[src/rtl/rstseq_pkg.sv]
`timescale 1ns/1ps
package rstseq_pkg;

  typedef enum logic [1:0] {
    SEQ_IDLE,
    SEQ_DRIVE,
    SEQ_WAIT,
    SEQ_HOLD
  } seqState_e;

  // strobes from control to datapath
  typedef struct packed {
    logic cntClr;    // restart the phase counter
    logic stsFresh;  // clear status, then load new causes
    logic stsMerge;  // OR new causes into status
    logic stsPin;    // log the external line as a cause
  } seqStrobe_t;

  localparam int BIT_PIN  = 0;
  localparam int BIT_POR  = 1;
  localparam int BIT_LVD  = 2;
  localparam int BIT_WDOG = 3;
  localparam int BIT_OP   = 4;
  localparam int BIT_ADDR = 5;

endpackage

[src/rtl/rstseq_datapath.sv]
`timescale 1ns/1ps
module rstseq_datapath
  import rstseq_pkg::*;
#(
  parameter int DRIVE_CYCLES = 34,
  parameter int SAMPLE_DELAY = 38,
  parameter int STS_W        = 8
) (
  input  logic             clk,
  input  logic             rstN,
  input  seqStrobe_t       strobe,
  input  logic             porReq,
  input  logic             lvdReq,
  input  logic             wdogReq,
  input  logic             badOpReq,
  input  logic             badAddrReq,
  output logic             driveDone,
  output logic             waitDone,
  output logic [STS_W-1:0] status
);

  localparam int LONGEST = (DRIVE_CYCLES > SAMPLE_DELAY) ? DRIVE_CYCLES : SAMPLE_DELAY;
  localparam int CNT_W   = $clog2(LONGEST + 1);
  localparam logic [STS_W-1:0] POR_ONLY = STS_W'(1) << BIT_POR;

  logic [CNT_W-1:0] phaseCnt;
  logic [STS_W-1:0] causeVec;
  logic [STS_W-1:0] stsBase;

  always_ff @(posedge clk or negedge rstN) begin
    if (!rstN)              phaseCnt <= '0;
    else if (strobe.cntClr) phaseCnt <= '0;
    else                    phaseCnt <= phaseCnt + CNT_W'(1);
  end

  assign driveDone = (phaseCnt == CNT_W'(DRIVE_CYCLES - 1));
  assign waitDone  = (phaseCnt == CNT_W'(SAMPLE_DELAY - 1));

  always_comb begin
    causeVec           = '0;
    causeVec[BIT_LVD]  = lvdReq;
    causeVec[BIT_WDOG] = wdogReq;
    causeVec[BIT_OP]   = badOpReq;
    causeVec[BIT_ADDR] = badAddrReq;
  end

  assign stsBase = strobe.stsMerge ? status : '0;

  always_ff @(posedge clk or negedge rstN) begin
    if (!rstN) begin
      status <= '0;
    end else if (strobe.stsFresh || strobe.stsMerge) begin
      status <= porReq ? POR_ONLY : (stsBase | causeVec);
    end else if (strobe.stsPin) begin
      status[BIT_PIN] <= 1'b1;
    end
  end

endmodule

[src/rtl/rstseq_ctrl.sv]
`timescale 1ns/1ps
module rstseq_ctrl
  import rstseq_pkg::*;
(
  input  logic       clk,
  input  logic       rstN,
  input  logic       anyReq,
  input  logic       pinIn,
  input  logic       driveDone,
  input  logic       waitDone,
  output seqStrobe_t strobe,
  output logic       sysRst,
  output logic       pinDrvEn
);

  seqState_e state, stateNxt;

  always_ff @(posedge clk or negedge rstN) begin
    if (!rstN) state <= SEQ_IDLE;
    else       state <= stateNxt;
  end

  always_comb begin
    stateNxt = state;
    strobe   = '0;
    case (state)
      SEQ_IDLE: begin
        if (anyReq || !pinIn) begin
          stateNxt        = SEQ_DRIVE;
          strobe.cntClr   = 1'b1;
          strobe.stsFresh = 1'b1;
        end
      end
      SEQ_DRIVE: begin
        if (anyReq) begin
          strobe.cntClr   = 1'b1;
          strobe.stsMerge = 1'b1;
        end else if (driveDone) begin
          stateNxt      = SEQ_WAIT;
          strobe.cntClr = 1'b1;
        end
      end
      SEQ_WAIT: begin
        if (anyReq) begin
          stateNxt        = SEQ_DRIVE;
          strobe.cntClr   = 1'b1;
          strobe.stsMerge = 1'b1;
        end else if (waitDone) begin
          if (pinIn) begin
            stateNxt = SEQ_IDLE;
          end else begin
            stateNxt      = SEQ_HOLD;
            strobe.stsPin = 1'b1;
          end
        end
      end
      SEQ_HOLD: begin
        if (anyReq) begin
          stateNxt        = SEQ_DRIVE;
          strobe.cntClr   = 1'b1;
          strobe.stsMerge = 1'b1;
        end else if (pinIn) begin
          stateNxt = SEQ_IDLE;
        end
      end
      default: stateNxt = SEQ_IDLE;
    endcase
  end

  assign sysRst   = (state != SEQ_IDLE);
  assign pinDrvEn = (state == SEQ_DRIVE);

endmodule

[src/rtl/rstseq_top.sv]
`timescale 1ns/1ps
module rstseq_top
  import rstseq_pkg::*;
#(
  parameter int DRIVE_CYCLES = 34,
  parameter int SAMPLE_DELAY = 38,
  parameter int STS_W        = 8
) (
  input  logic             clk,
  input  logic             rstN,
  input  logic             porReq,
  input  logic             lvdReq,
  input  logic             wdogReq,
  input  logic             badOpReq,
  input  logic             badAddrReq,
  input  logic             dbgReq,
  input  logic             pinIn,
  output logic             sysRst,
  output logic             pinDrvEn,
  output logic [STS_W-1:0] status
);

  seqStrobe_t strobe;
  logic       driveDone;
  logic       waitDone;
  logic       anyReq;

  assign anyReq = porReq | lvdReq | wdogReq | badOpReq | badAddrReq | dbgReq;

  rstseq_ctrl u_ctrl (
    .clk       (clk),
    .rstN      (rstN),
    .anyReq    (anyReq),
    .pinIn     (pinIn),
    .driveDone (driveDone),
    .waitDone  (waitDone),
    .strobe    (strobe),
    .sysRst    (sysRst),
    .pinDrvEn  (pinDrvEn)
  );

  rstseq_datapath #(
    .DRIVE_CYCLES (DRIVE_CYCLES),
    .SAMPLE_DELAY (SAMPLE_DELAY),
    .STS_W        (STS_W)
  ) u_dp (
    .clk        (clk),
    .rstN       (rstN),
    .strobe     (strobe),
    .porReq     (porReq),
    .lvdReq     (lvdReq),
    .wdogReq    (wdogReq),
    .badOpReq   (badOpReq),
    .badAddrReq (badAddrReq),
    .driveDone  (driveDone),
    .waitDone   (waitDone),
    .status     (status)
  );

endmodule

[config.mk]
export PLATFORM = sky130hd
export DESIGN_NAME = rstseq_top
export DESIGN_NICKNAME = d
export VERILOG_FILES = /design/src/rtl/rstseq_pkg.sv /design/src/rtl/rstseq_datapath.sv /design/src/rtl/rstseq_ctrl.sv /design/src/rtl/rstseq_top.sv
export SDC_FILE = /design/constraint.sdc
export NUM_CORES = 1
export LEC_CHECK = 0
export BUFFER_PORTS_ARGS = -buffer_cell sky130_fd_sc_hd__buf_2
export CAP_MARGIN = 40
export CELL_PAD_IN_SITES_DETAIL_PLACEMENT = 1
export CELL_PAD_IN_SITES_GLOBAL_PLACEMENT = 2
export CORE_MARGIN = 2
export CORE_UTILIZATION = 25
export CTS_CLUSTER_DIAMETER = 40
export DETAILED_ROUTE_END_ITERATION = 10
export PLACE_DENSITY_LB_ADDON = 0.1
export SLEW_MARGIN = 40
export SYNTH_ARGS = -nofsm -noshare
export SYNTH_HDL_FRONTEND = slang
export SYNTH_SLANG_ARGS = --single-unit
[constraint.sdc]
create_clock -name clk -period 3.25 [get_ports clk]
set_input_delay 0.4875 -clock clk [delete_from_list [all_inputs] [get_ports clk]]
set_output_delay 0.4875 -clock clk [all_outputs]
set_load 0.05 [all_outputs]
-- Word level (Yosys, flattened, before mapping)
Index checks and enable logic that the tools add are counted.
Widths: inputs -> output; s select.
- register bits: 16
- input bits: 9
- output and inout bits: 10
- word-level logic and storage cells: 55
- $add $sub $neg: 1
- equal/unequal tests: 10
- multiplexer cells: 25
- bitwise logic cells: 6
- reductions and logical operators: 9
- operator list (kind ; count):
    $mux 2 ; 9
    $mux 8 ; 2
    $eq 6x6->1 const B ; 2
    $mux 1 ; 11
    $or 8x6->8 ; 1
    $pmux 2 s4 ; 1
    $add 6x1->6 const B ; 1
    $mux 6 ; 1
    $or 1x1->1 ; 5
    $reduce_and 5->1 ; 1
    $eq 2x2->1 const B ; 2
    $ne 2x1->1 const B ; 2
    $reduce_bool 2->1 ; 2
    $ne 3x1->1 const B ; 1
    $ne 3x2->1 const B ; 1
    $pmux 1 s3 ; 1
    $reduce_or 3->1 ; 1
    $eq 2x1->1 const B ; 1
    $logic_not 2->1 ; 1
    $logic_or 1x1->1 ; 2
    $ne 2x2->1 const B ; 1
    $reduce_or 2->1 ; 1
    $logic_not 1->1 ; 1

-- Longest topological paths before layout
Gate-level depths: netlist (run 1).
- depth in word-level cells: 11
- mapped depth: 5
- gate-level depth less buffers: 5

-- By module
A second synthesis (run 1) with hierarchy kept.
- cell total of the unflattened synthesis: 80
- area total of the unflattened synthesis: 768.2 µm²
- by module, submodules not included (module ; instances ; cells each ; area an instance (µm²) ; sequential area each (µm²)):
    rstseq_datapath ; 1 ; 59 ; 589.3 ; 300.3
    rstseq_ctrl ; 1 ; 18 ; 165.2 ; 50.0
    rstseq_top ; 1 ; 3 ; 13.8 ; 0.0

-- Worst setup path before layout (run 1)
Ideal clock, no wire load.
- kind: in2reg
- start point: input dbgReq
- end point: register u_dp.phaseCnt[5]
- library setup time: 0.094 ns
- arrival: 1.766 ns
- data required time: 3.156 ns
- path slack: 1.390 ns
- cell stages on the path: 4
- path buffers: 1
- cell sequence: or4_4 -> or4_1 -> buf_2 -> a211oi_1
- cells in the longest elaborated chain, start to end: 5
- elaborated cells on any way between the ends: 7
- classes of those cells: 5 x mux; 1 x bitwise; 1 x reduce/logical
- RTL lines (what ; line ; source):
    from (decl) ; rstseq_top.sv:16 ; input logic dbgReq,
    $or 1x1->1 * ; rstseq_top.sv:28 ; assign anyReq = porReq | lvdReq | wdogReq | badOpReq | badAddrReq | dbgReq;
    $logic_or 1x1->1 ; rstseq_ctrl.sv:28 ; if (anyReq || !pinIn) begin
    $mux 2 ; rstseq_ctrl.sv:28 ;
    $pmux 1 s3 * ; rstseq_ctrl.sv:26 ; case (state)
    $mux 6 * ; rstseq_datapath.sv:32 ; else if (strobe.cntClr) phaseCnt <= '0;
    to (signal assigned) ; rstseq_datapath.sv:33 ; else phaseCnt <= phaseCnt + CNT_W'(1);
    to (decl) ; rstseq_datapath.sv:26 ; logic [CNT_W-1:0] phaseCnt;
Every way passes the cells marked *; elsewhere a longest branch is shown, timed or not.
A chain may end at the register's enable or synchronous reset.

-- Worst setup path after layout (run 1)
- start point: register u_ctrl.state[1]
- end point: output sysRst
- cells in the longest elaborated chain, start to end: 1
- RTL lines (what ; line ; source):
    from (decl) ; rstseq_ctrl.sv:16 ; seqState_e state, stateNxt;
    from (signal assigned) ; rstseq_ctrl.sv:20 ; else state <= stateNxt;
    $reduce_bool 2->1 ; rstseq_ctrl.sv:70 ; assign sysRst = (state != SEQ_IDLE);
    to (decl) ; rstseq_top.sv:18 ; output logic sysRst,
No other way between the ends.

==> impl_metrics.csv, run 1 <==
group,metric,value,unit
clock_tree,worstSkewPairLatency,0.27,ns
clock_tree,clk_transition_reported_paths,0.09,ns
power,power_switching,0.0872,mW
synth,yosysWarningCount,0,
setup_path,critical_path.reg2reg.startpoint,"u_dp.phaseCnt[1]$_DFF_PN0_",
clock_tree,cts-hold-fix-buffers,0,
placement,post-place-cells,119,
job,cap_violations,0,
power,share_seq_of_total_power,56.9,%
power,p_leak,0.343,nW
synth,count_of_different_cell_masters_after_synthesis,30,
clock_tree,cts_repair_resize_count,0,
timing,fmax,559,MHz
synth,postSynthRegisterBits,14,
timing,slew_at_the_pin_with_the_worst_max_slew_slack,0.733,ns
detailed_routing,wl_met2,865,µm
detailed_routing,avgRoutedWirePerCell,15.1,µm
setup_path,critical_path_required,2.76,ns
timing,drv_slew,0,
min_path,hp-class,"in -> async",
timing,timing.slew.headroom,50.7,%
synth,ys.flop_type,"dfrtp_1",
setup_path,critPathKind,"reg -> out",
die,core_area,2780,µm²
placement,io_buffer_count,16,
placement,globalplace.congestion,0.772,
setup_path,reg2reg_depth,5,
timing,clock_skew,0.00740,ns
setup_path,crit_slowest_cell,"dfrtp_1",
setup_path,setup.reg_to_reg.worst_slack,1.74,ns
synth,synth.cells.most_frequent,"dfrtp_1 (14), a21oi_1 (6), nor3_1 (5)",
layout,antenna_cells_inserted,0,
synth,synth.top_cells.by_area,"dfrtp_1 (47%), o2bb2ai_1 (4.7%), a21oi_1 (4.0%)",
setup_path,critical_path.cell_chain,"nor2_1 > inv_1 > buf_2",
timing,timing.setup.tns,0,ns
clock_tree,postCtsSetupBuffers,0,
detailed_routing,drt_wl_total,1840,µm
detailed_routing,detail_route.vias_per_cell,5.02,
setup_path,cp-start-kind,"register",
synth,synth_cells,76,
detailed_routing,highest_layer_used_for_signal_routing,"met4",
synth,seq_area_frac_synth,47.1,%
detailed_routing,drtPass1Iterations,4,
grt,grt_remaining_overflow,0,
synth,syn_area_per_cell,9.80,µm²
layout,num-fill-cells,342,
die,chipWidth,58.6,µm
timing,finalSetupViolCount,0,
synth,postSynth.asyncResetShare,100,%
timing,unrepaired_setup_endpoints_after_global_routing,"false",
setup_path,crit_path_end_kind,"output port",
power,comb_power_share,12.5,%
clock_tree,ctsHtreeMaxLevel,1,
setup_path,crit_fanout,6,
die,die_height,58.6,µm
die,dieArea,3430,µm²
timing,number_of_hold_violations_in_the_final_report,0,
timing,final.period_utilization,55.1,%
synth,syn-cell-area,744,µm²
synth,post-synth-top-area-fraction,47.1,%
clock_tree,cts_tree,"done",
placement,detailedPlacementHpwl,1430,µm
timing,fin_crit,1.79,ns
clock_tree,root_buffer,"clkbuf_4",
layout,stdcell_count,122,
grt,vias_in_the_first_global_route,670,
detailed_routing,vias,613,
power,p_clk_share,30.6,%
synth,yosys.cell_count.top_type,"dfrtp_1",
detailed_routing,met3_wirelength,68,µm
die,std_cell_rows,19,
clock_tree,numClockSinks,14,
power,irDropWorstVdd,243,µV
detailed_routing,wl_met1,896,µm
layout,design.final.nets,104,
die,floorplan.io_pins,19,
setup_path,cp_slowest_stage_delay,0.45,ns
power,cellInternalPower,0.230,mW
layout,area_growth,15.6,%
layout,post_route_cells_drive_above_1_share,23.1,%
die,floorplan.initialDensity,26.8,%
synth,synth_edf_count,0,
layout,postLayoutCoreUtil,30.9,%
clock_tree,max-clock-path-buffers,2,
power,power.density_cell_area,368,nW/µm²
outcome,status,"finished, final reports clean",
synth,synth_area_leader_cell,"dfrtp_1",
detailed_routing,drc,0,
detailed_routing,postRouteAntennaNets,0,
setup_path,worst_r2r_endpoint,"u_ctrl.state[0]$_DFFE_PN0P_",
detailed_routing,drt_iter0_markers,16,
grt,grt_first_pass_wirelength,3030,µm
grt,grt_max_degree,15,
clock_tree,cts_buffers,3,
setup_path,critical_path_arrival,1.30,ns
grt,antenna_found_initial,0,
power,switching_share,27.5,%
grt,gr-usage-all-layers,11.8,%
[logic make-up (layout without fill, tap and decap cells)]
family / count (synthesis) / count (layout) / synth area share, %
compound gates: 20 / 20 / 18.0
xor+xnor: 2 / 2 / 2.35
fa+ha+maj: 2 / 2 / 3.36
buf+inv: 9 / 23 / 5.88
flops: 14 / 14 / 47.1
other cells: 1 / 2 / 0.504
simple gates: 28 / 28 / 22.9
[metal layers]
layer / vias up / global-route usage, %
met4: 0 / 2.27
met5: - / 0
met1: 297 / 14.6
met2: 10 / 19.1
met3: 2 / 5.27
li1: 304 / -
[area by class of cell]
type	count	area, µm²	area share (%)
multi-input cells	54	354	41.1
well taps	31	38.8	4.51
repair buffers	16	80.1	9.30
inverters	4	15.0	1.74
clock buffers	3	22.5	2.62
flip-flops and latches	14	350	40.7
[state kept, by name, summed over array words and instances, names as in the netlist]
| signal | cells |
|---|---|
| u_dp.phaseCnt | 6 |
| u_ctrl.state | 2 |
| u_dp.status | 6 |
[power by group through the flow]
| stage | Clock, mW | Combinational [mW] | Sequential, mW |
|---|---|---|---|
| after floorplan | 0 | 0.0140 | 0.196 |
| after global placement | 0 | 0.0401 | 0.184 |
| after detailed placement | 0 | 0.0403 | 0.184 |
| after CTS | 0.103 | 0.0403 | 0.181 |
| after global routing | 0.113 | 0.0425 | 0.181 |
| final | 0.0971 | 0.0396 | 0.181 |
[worst max-delay path: cells and delay by family (launching register included)]
family,cells,cell delay [ns]
flip-flops,1,0.45
buffers and inverters,2,0.38
AND/OR/NAND/NOR,1,0.19
[cells in the final DEF (no fill, tap or decap), types with 2 or more instances in the layout]
cell       instances
clkbuf_4           3
nor3_1             5
nor2_1             2
buf_2             16
nand2_1            4
dfrtp_1           14
conb_1             2
nor4bb_1           2
nand3_1            3
a21oi_1            6
ha_1               2
nand2b_1           3
xor2_1             2
o2bb2ai_1          4
or3_1              3
inv_1              4
o21ai_0            4
[how the worst max path moves through the flow]
stage                                            from                         end  cells past startpoint
final                     u_ctrl.state[1]$_DFFE_PN0P_                      sysRst                      3
after floorplan                                dbgReq  u_dp.phaseCnt[5]$_DFF_PN0_                      4
after CTS                 u_ctrl.state[1]$_DFFE_PN0P_                      sysRst                      3
after detailed placement                       dbgReq  u_dp.phaseCnt[4]$_DFF_PN0_                      4
after global routing      u_ctrl.state[1]$_DFFE_PN0P_                      sysRst                      3
after global placement                         dbgReq  u_dp.status[3]$_DFFE_PN0P_                      4
[per-stage QoR]
stage / hold slack [ns] / setup slack (ns) / power, mW / cell area (µm²)
6_report: 0.0956 / 1.46 / 0.317 / 861
4_1_cts: 0.103 / 1.44 / 0.324 / 861
5_1_grt: 0.0954 / 1.33 / 0.336 / 861
2_1_floorplan: 0.192 / 1.39 / 0.210 / 748
3_5_place_dp: 0.410 / 1.18 / 0.224 / 838
3_3_place_gp: 0.411 / 1.22 / 0.224 / 838
(Power assumes the default switching activity.)
==> inputs of run 2 (changes only) <==
==> constraint.sdc (replaced) <==
create_clock -name clk -period 1.8 [get_ports clk]
set_input_delay 0.27 -clock clk [delete_from_list [all_inputs] [get_ports clk]]
set_output_delay 0.27 -clock clk [all_outputs]
set_load 0.05 [all_outputs]
==> impl_metrics.csv, run 2 (synthesized netlist as in run 1, its figures left out) <==
group,metric,value,unit
detailed_routing,drtPass1Iterations,2,
power,switching_share,26.5,%
power,p_leak,0.364,nW
timing,clock_skew,0.00615,ns
layout,design.final.nets,107,
setup_path,critical_path.cell_chain,"nor2_1 > inv_1 > buf_2",
setup_path,critPathKind,"reg -> out",
grt,grt_remaining_overflow,0,
placement,placedInstanceArea,853,µm²
grt,top_usage_layer,"met2",
power,comb_power_share,11.8,%
power,cellInternalPower,0.463,mW
timing,fmax,627,MHz
setup_path,cp-start-kind,"register",
clock_tree,cts-hold-fix-buffers,1,
min_path,min_delay_path_depth,3,
die,floorplan.io_pins,19,
layout,layout_commonest_cell,"buf_2",
layout,stdcell_count,126,
clock_tree,max-clock-path-buffers,2,
clock_tree,cts_tree,"done",
clock_tree,cts_buffers,3,
placement,io_buffer_count,16,
layout,antenna_cells_inserted,0,
grt,grt_first_pass_wirelength,3150,µm
setup_path,crit_path_end_kind,"output port",
setup_path,critical_path_required,1.53,ns
timing,fin_crit,1.59,ns
setup_path,cp_slowest_stage_delay,0.45,ns
placement,post-place-cells,121,
setup_path,setup.reg_to_reg.worst_slack,0.25,ns
detailed_routing,drt_wl_total,1830,µm
outcome,status,"finished, final reports clean",
power,share_seq_of_total_power,51.7,%
grt,vias_in_the_first_global_route,665,
detailed_routing,avgRoutedWirePerCell,14.5,µm
timing,timing.slew.headroom,64.4,%
setup_path,reg2reg_depth,5,
die,die_height,58.6,µm
die,std_cell_rows,19,
setup_path,buffers_and_inverters_on_the_worst_path,2,
timing,final.period_utilization,88.6,%
grt,grt_use_met3,4.18,%
grt,gr-usage-all-layers,12.1,%
die,dieArea,3430,µm²
layout,post_route_cells_drive_above_1_share,25.3,%
clock_tree,worstSkewPairLatency,0.28,ns
power,power.density_cell_area,700,nW/µm²
setup_path,critical_path_arrival,1.32,ns
timing,post-route-worst-setup-slack,0.205,ns
timing,fin_worst_hold_slack,0.272,ns
power,p_clk_share,36.5,%
min_path,hp-class,"in -> reg",
detailed_routing,postRouteAntennaNets,0,
setup_path,crit_slowest_cell,"dfrtp_1",
clock_tree,postCtsSetupBuffers,0,
layout,area_growth,20.8,%
placement,globalplace.congestion,0.733,
clock_tree,clk_transition_reported_paths,0.09,ns
detailed_routing,detail_route.vias_per_cell,5.02,
setup_path,critical-path-top-delay-family,"flip-flops",
power,power_switching,0.167,mW
setup_path,crit_fanout,6,
power,irDropWorstVdd,558,µV
grt,antenna_found_initial,0,
min_path,worst_hold_path.endpoint,"u_dp.status[4]$_DFFE_PN0P_",
layout,finish.instance_area,900,µm²
clock_tree,root_buffer,"clkbuf_4",
die,core_area,2780,µm²
detailed_routing,drt_iter0_markers,19,
timing,number_of_hold_violations_in_the_final_report,0,
grt,grt_max_degree,15,
layout,layout_top_registers,"u_dp.phaseCnt: 6 flops, u_dp.status: 6 flops, u_ctrl.state: 2 flops",
timing,slew_at_the_pin_with_the_worst_max_slew_slack,0.531,ns
grt,gr-usage-met1,15.4,%
detailed_routing,vias,632,
timing,unrepaired_setup_endpoints_after_global_routing,"false",
clock_tree,numClockSinks,14,
clock_tree,cts_repair_resize_count,0,
placement,detailedPlacementHpwl,1410,µm
clock_tree,ctsHtreeMaxLevel,1,
setup_path,critical_path.reg2reg.startpoint,"u_dp.phaseCnt[1]$_DFF_PN0_",
detailed_routing,drc,0,
die,floorplan.initialDensity,26.8,%
timing,finalSetupViolCount,0,
grt,grt_util_met2,19.7,%
layout,layout.cells.most_common_list,"buf_2 (16), dfrtp_1 (14), a21oi_1 (6)",
setup_path,worst_r2r_endpoint,"u_dp.phaseCnt[4]$_DFF_PN0_",
min_path,worstHoldStart,"badOpReq",
timing,drv_slew,0,
placement,dpl_worst_slack,-0.0590,ns
die,chipWidth,58.6,µm
job,cap_violations,0,
-- run 2: cell types whose count changed in the layout (fill, tap and decap cells not counted) --
cell,change
dlygate4sd3_1,+1
buf_4,+2
clkbuf_8,+1
-- run 2: worst min-delay path: stages --
cell and delay, ns:
buf_2 0.09, a21oi_1 0.04, o2bb2ai_1 0.12
-- run 2: power by group through the flow --
stage / Combinational, mW / Clock (mW) / Sequential, mW
2_1_floorplan: 0.0253 / 0 / 0.355
3_3_place_gp: 0.0739 / 0 / 0.332
3_5_place_dp: 0.0739 / 0 / 0.332
4_1_cts: 0.0755 / 0.242 / 0.326
5_1_grt: 0.0803 / 0.258 / 0.327
6_report: 0.0742 / 0.230 / 0.326
-- run 2: worst max-delay path by stage --
stage,end,cells after the start,start
after CTS,sysRst,3,u_ctrl.state[1]$_DFFE_PN0P_
after detailed placement,u_dp.phaseCnt[5]$_DFF_PN0_,4,dbgReq
after global placement,u_dp.phaseCnt[5]$_DFF_PN0_,4,dbgReq
after global routing,sysRst,3,u_ctrl.state[1]$_DFFE_PN0P_
after floorplan,u_dp.phaseCnt[5]$_DFF_PN0_,4,dbgReq
final,sysRst,3,u_ctrl.state[1]$_DFFE_PN0P_
-- run 2: layout make-up --
class	instances	area [µm²]
multi-input cells	54	354
inverters	4	15.0
fillers	325	1880
clock buffers	4	36.3
repair buffers	19	105
flip-flops and latches	14	350
well taps	31	38.8
-- run 2: stage by stage --
| step | TNS, ns | util [%] | power (mW) |
|---|---|---|---|
| global route | 0 | 32.3 | 0.666 |
| global placement | 0 | 30.7 | 0.406 |
| finish | 0 | 32.3 | 0.630 |
| floorplan | 0 | - | 0.380 |
| CTS | 0 | 32.3 | 0.643 |
| detailed placement | -0.0933 | 30.7 | 0.406 |
-- run 2: routing by layer --
layer	part of all wire (%)	up-vias
met1	49	307
met3	3.2	2
met2	47	8
li1	-	315
met5	0	-
met4	0.71	0
==> inputs of run 3 (changes only) <==
--- a/config.mk
+++ b/config.mk
@@ -11,9 +11,10 @@
 export CELL_PAD_IN_SITES_GLOBAL_PLACEMENT = 2
 export CORE_MARGIN = 2
 export CORE_UTILIZATION = 25
+export CTS_BUF_LIST = sky130_fd_sc_hd__clkbuf_4 sky130_fd_sc_hd__clkbuf_8
 export CTS_CLUSTER_DIAMETER = 40
 export DETAILED_ROUTE_END_ITERATION = 10
-export PLACE_DENSITY_LB_ADDON = 0.1
+export PLACE_DENSITY = 0.66
 export SLEW_MARGIN = 40
 export SYNTH_ARGS = -nofsm -noshare
 export SYNTH_HDL_FRONTEND = slang
==> impl_metrics.csv, run 3 (synthesized netlist as in run 1, its figures left out) <==
group,metric,value,unit
outcome,status,"finished, final reports clean",
power,share_seq_of_total_power,51.8,%
timing,number_of_hold_violations_in_the_final_report,0,
layout,num-fill-cells,334,
die,chipWidth,58.6,µm
power,p_clk_share,36.4,%
timing,fmax,637,MHz
setup_path,reg2reg_depth,5,
layout,design.final.nets,107,
detailed_routing,drtPass1Iterations,3,
timing,slew_at_the_pin_with_the_worst_max_slew_slack,0.507,ns
placement,placedInstanceArea,853,µm²
detailed_routing,drt_wl_total,1640,µm
clock_tree,cts_repair_resize_count,0,
clock_tree,numClockSinks,14,
placement,post-place-cells,121,
clock_tree,ctsHtreeMaxLevel,1,
setup_path,critical_path_required,1.53,ns
layout,regArea,350,µm²
setup_path,setup.reg_to_reg.worst_slack,0.31,ns
layout,antenna_cells_inserted,0,
power,power_switching,0.165,mW
layout,post_route_cells_drive_above_1_share,25.3,%
power,power.density_cell_area,698,nW/µm²
placement,detailedPlacementHpwl,1280,µm
die,floorplan.io_pins,19,
timing,finalSetupViolCount,0,
grt,gr-usage-all-layers,11.3,%
timing,final.period_utilization,87.2,%
setup_path,critical_path_arrival,1.30,ns
timing,clock_skew,0.0125,ns
layout,stdcell_count,126,
placement,globalplace.congestion,0.714,
timing,drv_slew,0,
grt,grt_max_degree,15,
timing,timing.slew.headroom,65.9,%
clock_tree,cts_buffers,3,
power,p_leak,0.364,nW
clock_tree,root_buffer,"clkbuf_4",
placement,dpl_worst_slack,-0.0388,ns
layout,layout_commonest_cell,"buf_2",
detailed_routing,avgRoutedWirePerCell,13.0,µm
layout,layout.cells.most_common_list,"buf_2 (16), dfrtp_1 (14), a21oi_1 (6)",
clock_tree,clk_transition_reported_paths,0.10,ns
clock_tree,max-clock-path-buffers,2,
min_path,hp-class,"in -> reg",
timing,unrepaired_setup_endpoints_after_global_routing,"false",
layout,postLayoutCoreUtil,32.3,%
grt,grt_first_pass_wirelength,2910,µm
timing,post-route-worst-setup-slack,0.231,ns
power,cellInternalPower,0.463,mW
timing,fin_crit,1.57,ns
detailed_routing,drc,0,
grt,vias_in_the_first_global_route,634,
min_path,min_delay_path_depth,2,
layout,multiInputGateArea,354,µm²
power,switching_share,26.3,%
job,cap_violations,0,
placement,io_buffer_count,16,
power,comb_power_share,11.7,%
grt,antenna_found_initial,0,
power,irDropWorstVdd,387,µV
detailed_routing,drt_iter0_markers,15,
die,core_area,2780,µm²
die,die_height,58.6,µm
setup_path,cp-start-kind,"register",
die,dieArea,3430,µm²
detailed_routing,detail_route.vias_per_cell,4.89,
die,floorplan.initialDensity,26.8,%
layout,finish.instance_area,900,µm²
timing,fin_worst_hold_slack,0.259,ns
grt,grt_remaining_overflow,0,
layout,area_growth,20.8,%
die,std_cell_rows,19,
setup_path,crit_path_end_kind,"output port",
detailed_routing,vias,616,
clock_tree,cts_tree,"done",
detailed_routing,postRouteAntennaNets,0,
setup_path,crit_fanout,6,
setup_path,critPathKind,"reg -> out",
layout,layout_top_registers,"u_dp.phaseCnt: 6 flops, u_dp.status: 6 flops, u_ctrl.state: 2 flops",
clock_tree,worstSkewPairLatency,0.28,ns
-- run 3: cell counts in the layout (fill, tap and decap cells not counted) --
No cell type changed its count.
-- run 3: power groups by stage --
stage          Combinational (mW)  Clock (mW)  Sequential, mW
6_report                   0.0736       0.229           0.326
5_1_grt                    0.0801       0.255           0.327
4_1_cts                    0.0753       0.239           0.326
3_5_place_dp               0.0737           0           0.332
3_3_place_gp               0.0731           0           0.332
2_1_floorplan              0.0253           0           0.355
-- run 3: through the flow --
step           setup TNS, ns  power [mW]
5_1_grt                    0       0.662
2_1_floorplan              0       0.380
3_3_place_gp               0       0.405
4_1_cts                    0       0.641
3_5_place_dp         -0.0724       0.406
6_report                   0       0.628
-- run 3: area by class of cell --
type / count / share of cell area (%)
well taps: 31 / 4.31
inverters: 4 / 1.67
clock buffers: 4 / 4.03
repair buffers: 19 / 11.7
multi-input cells: 54 / 39.4
flip-flops and latches: 14 / 38.9
-- run 3: repair_timing --
action / 4_1_cts / 5_1_grt
hold buffers: 1 / 0
endpoints found under the hold margin: 14 / 0
buffers inserted: 0 / 0
-- run 3: path summary, 6_finish.rpt --
check	end	from
max in group asynchronous	u_dp.phaseCnt[3]$_DFF_PN0_	rstN
min in group asynchronous	u_dp.status[1]$_DFFE_PN0P_	rstN
min reg2reg	u_dp.status[1]$_DFFE_PN0P_	u_dp.status[1]$_DFFE_PN0P_
max	sysRst	u_ctrl.state[0]$_DFFE_PN0P_
min	u_dp.status[4]$_DFFE_PN0P_	porReq
max reg2reg	u_dp.phaseCnt[0]$_DFF_PN0_	u_dp.phaseCnt[1]$_DFF_PN0_
-- run 3: layer usage --
layer	GRT usage, %	wire, µm	vias to the layer above
met1	13.9	811	290
met5	0	0	-
met3	4.62	68	2
li1	-	-	314
met4	2.92	14	0
met2	18.3	748	10
-- run 3: critical path, stage by stage, from the launching register on --
cell and delay, ns:
dfrtp_1 0.45, nor2_1 0.09, inv_1 0.17, buf_2 0.30
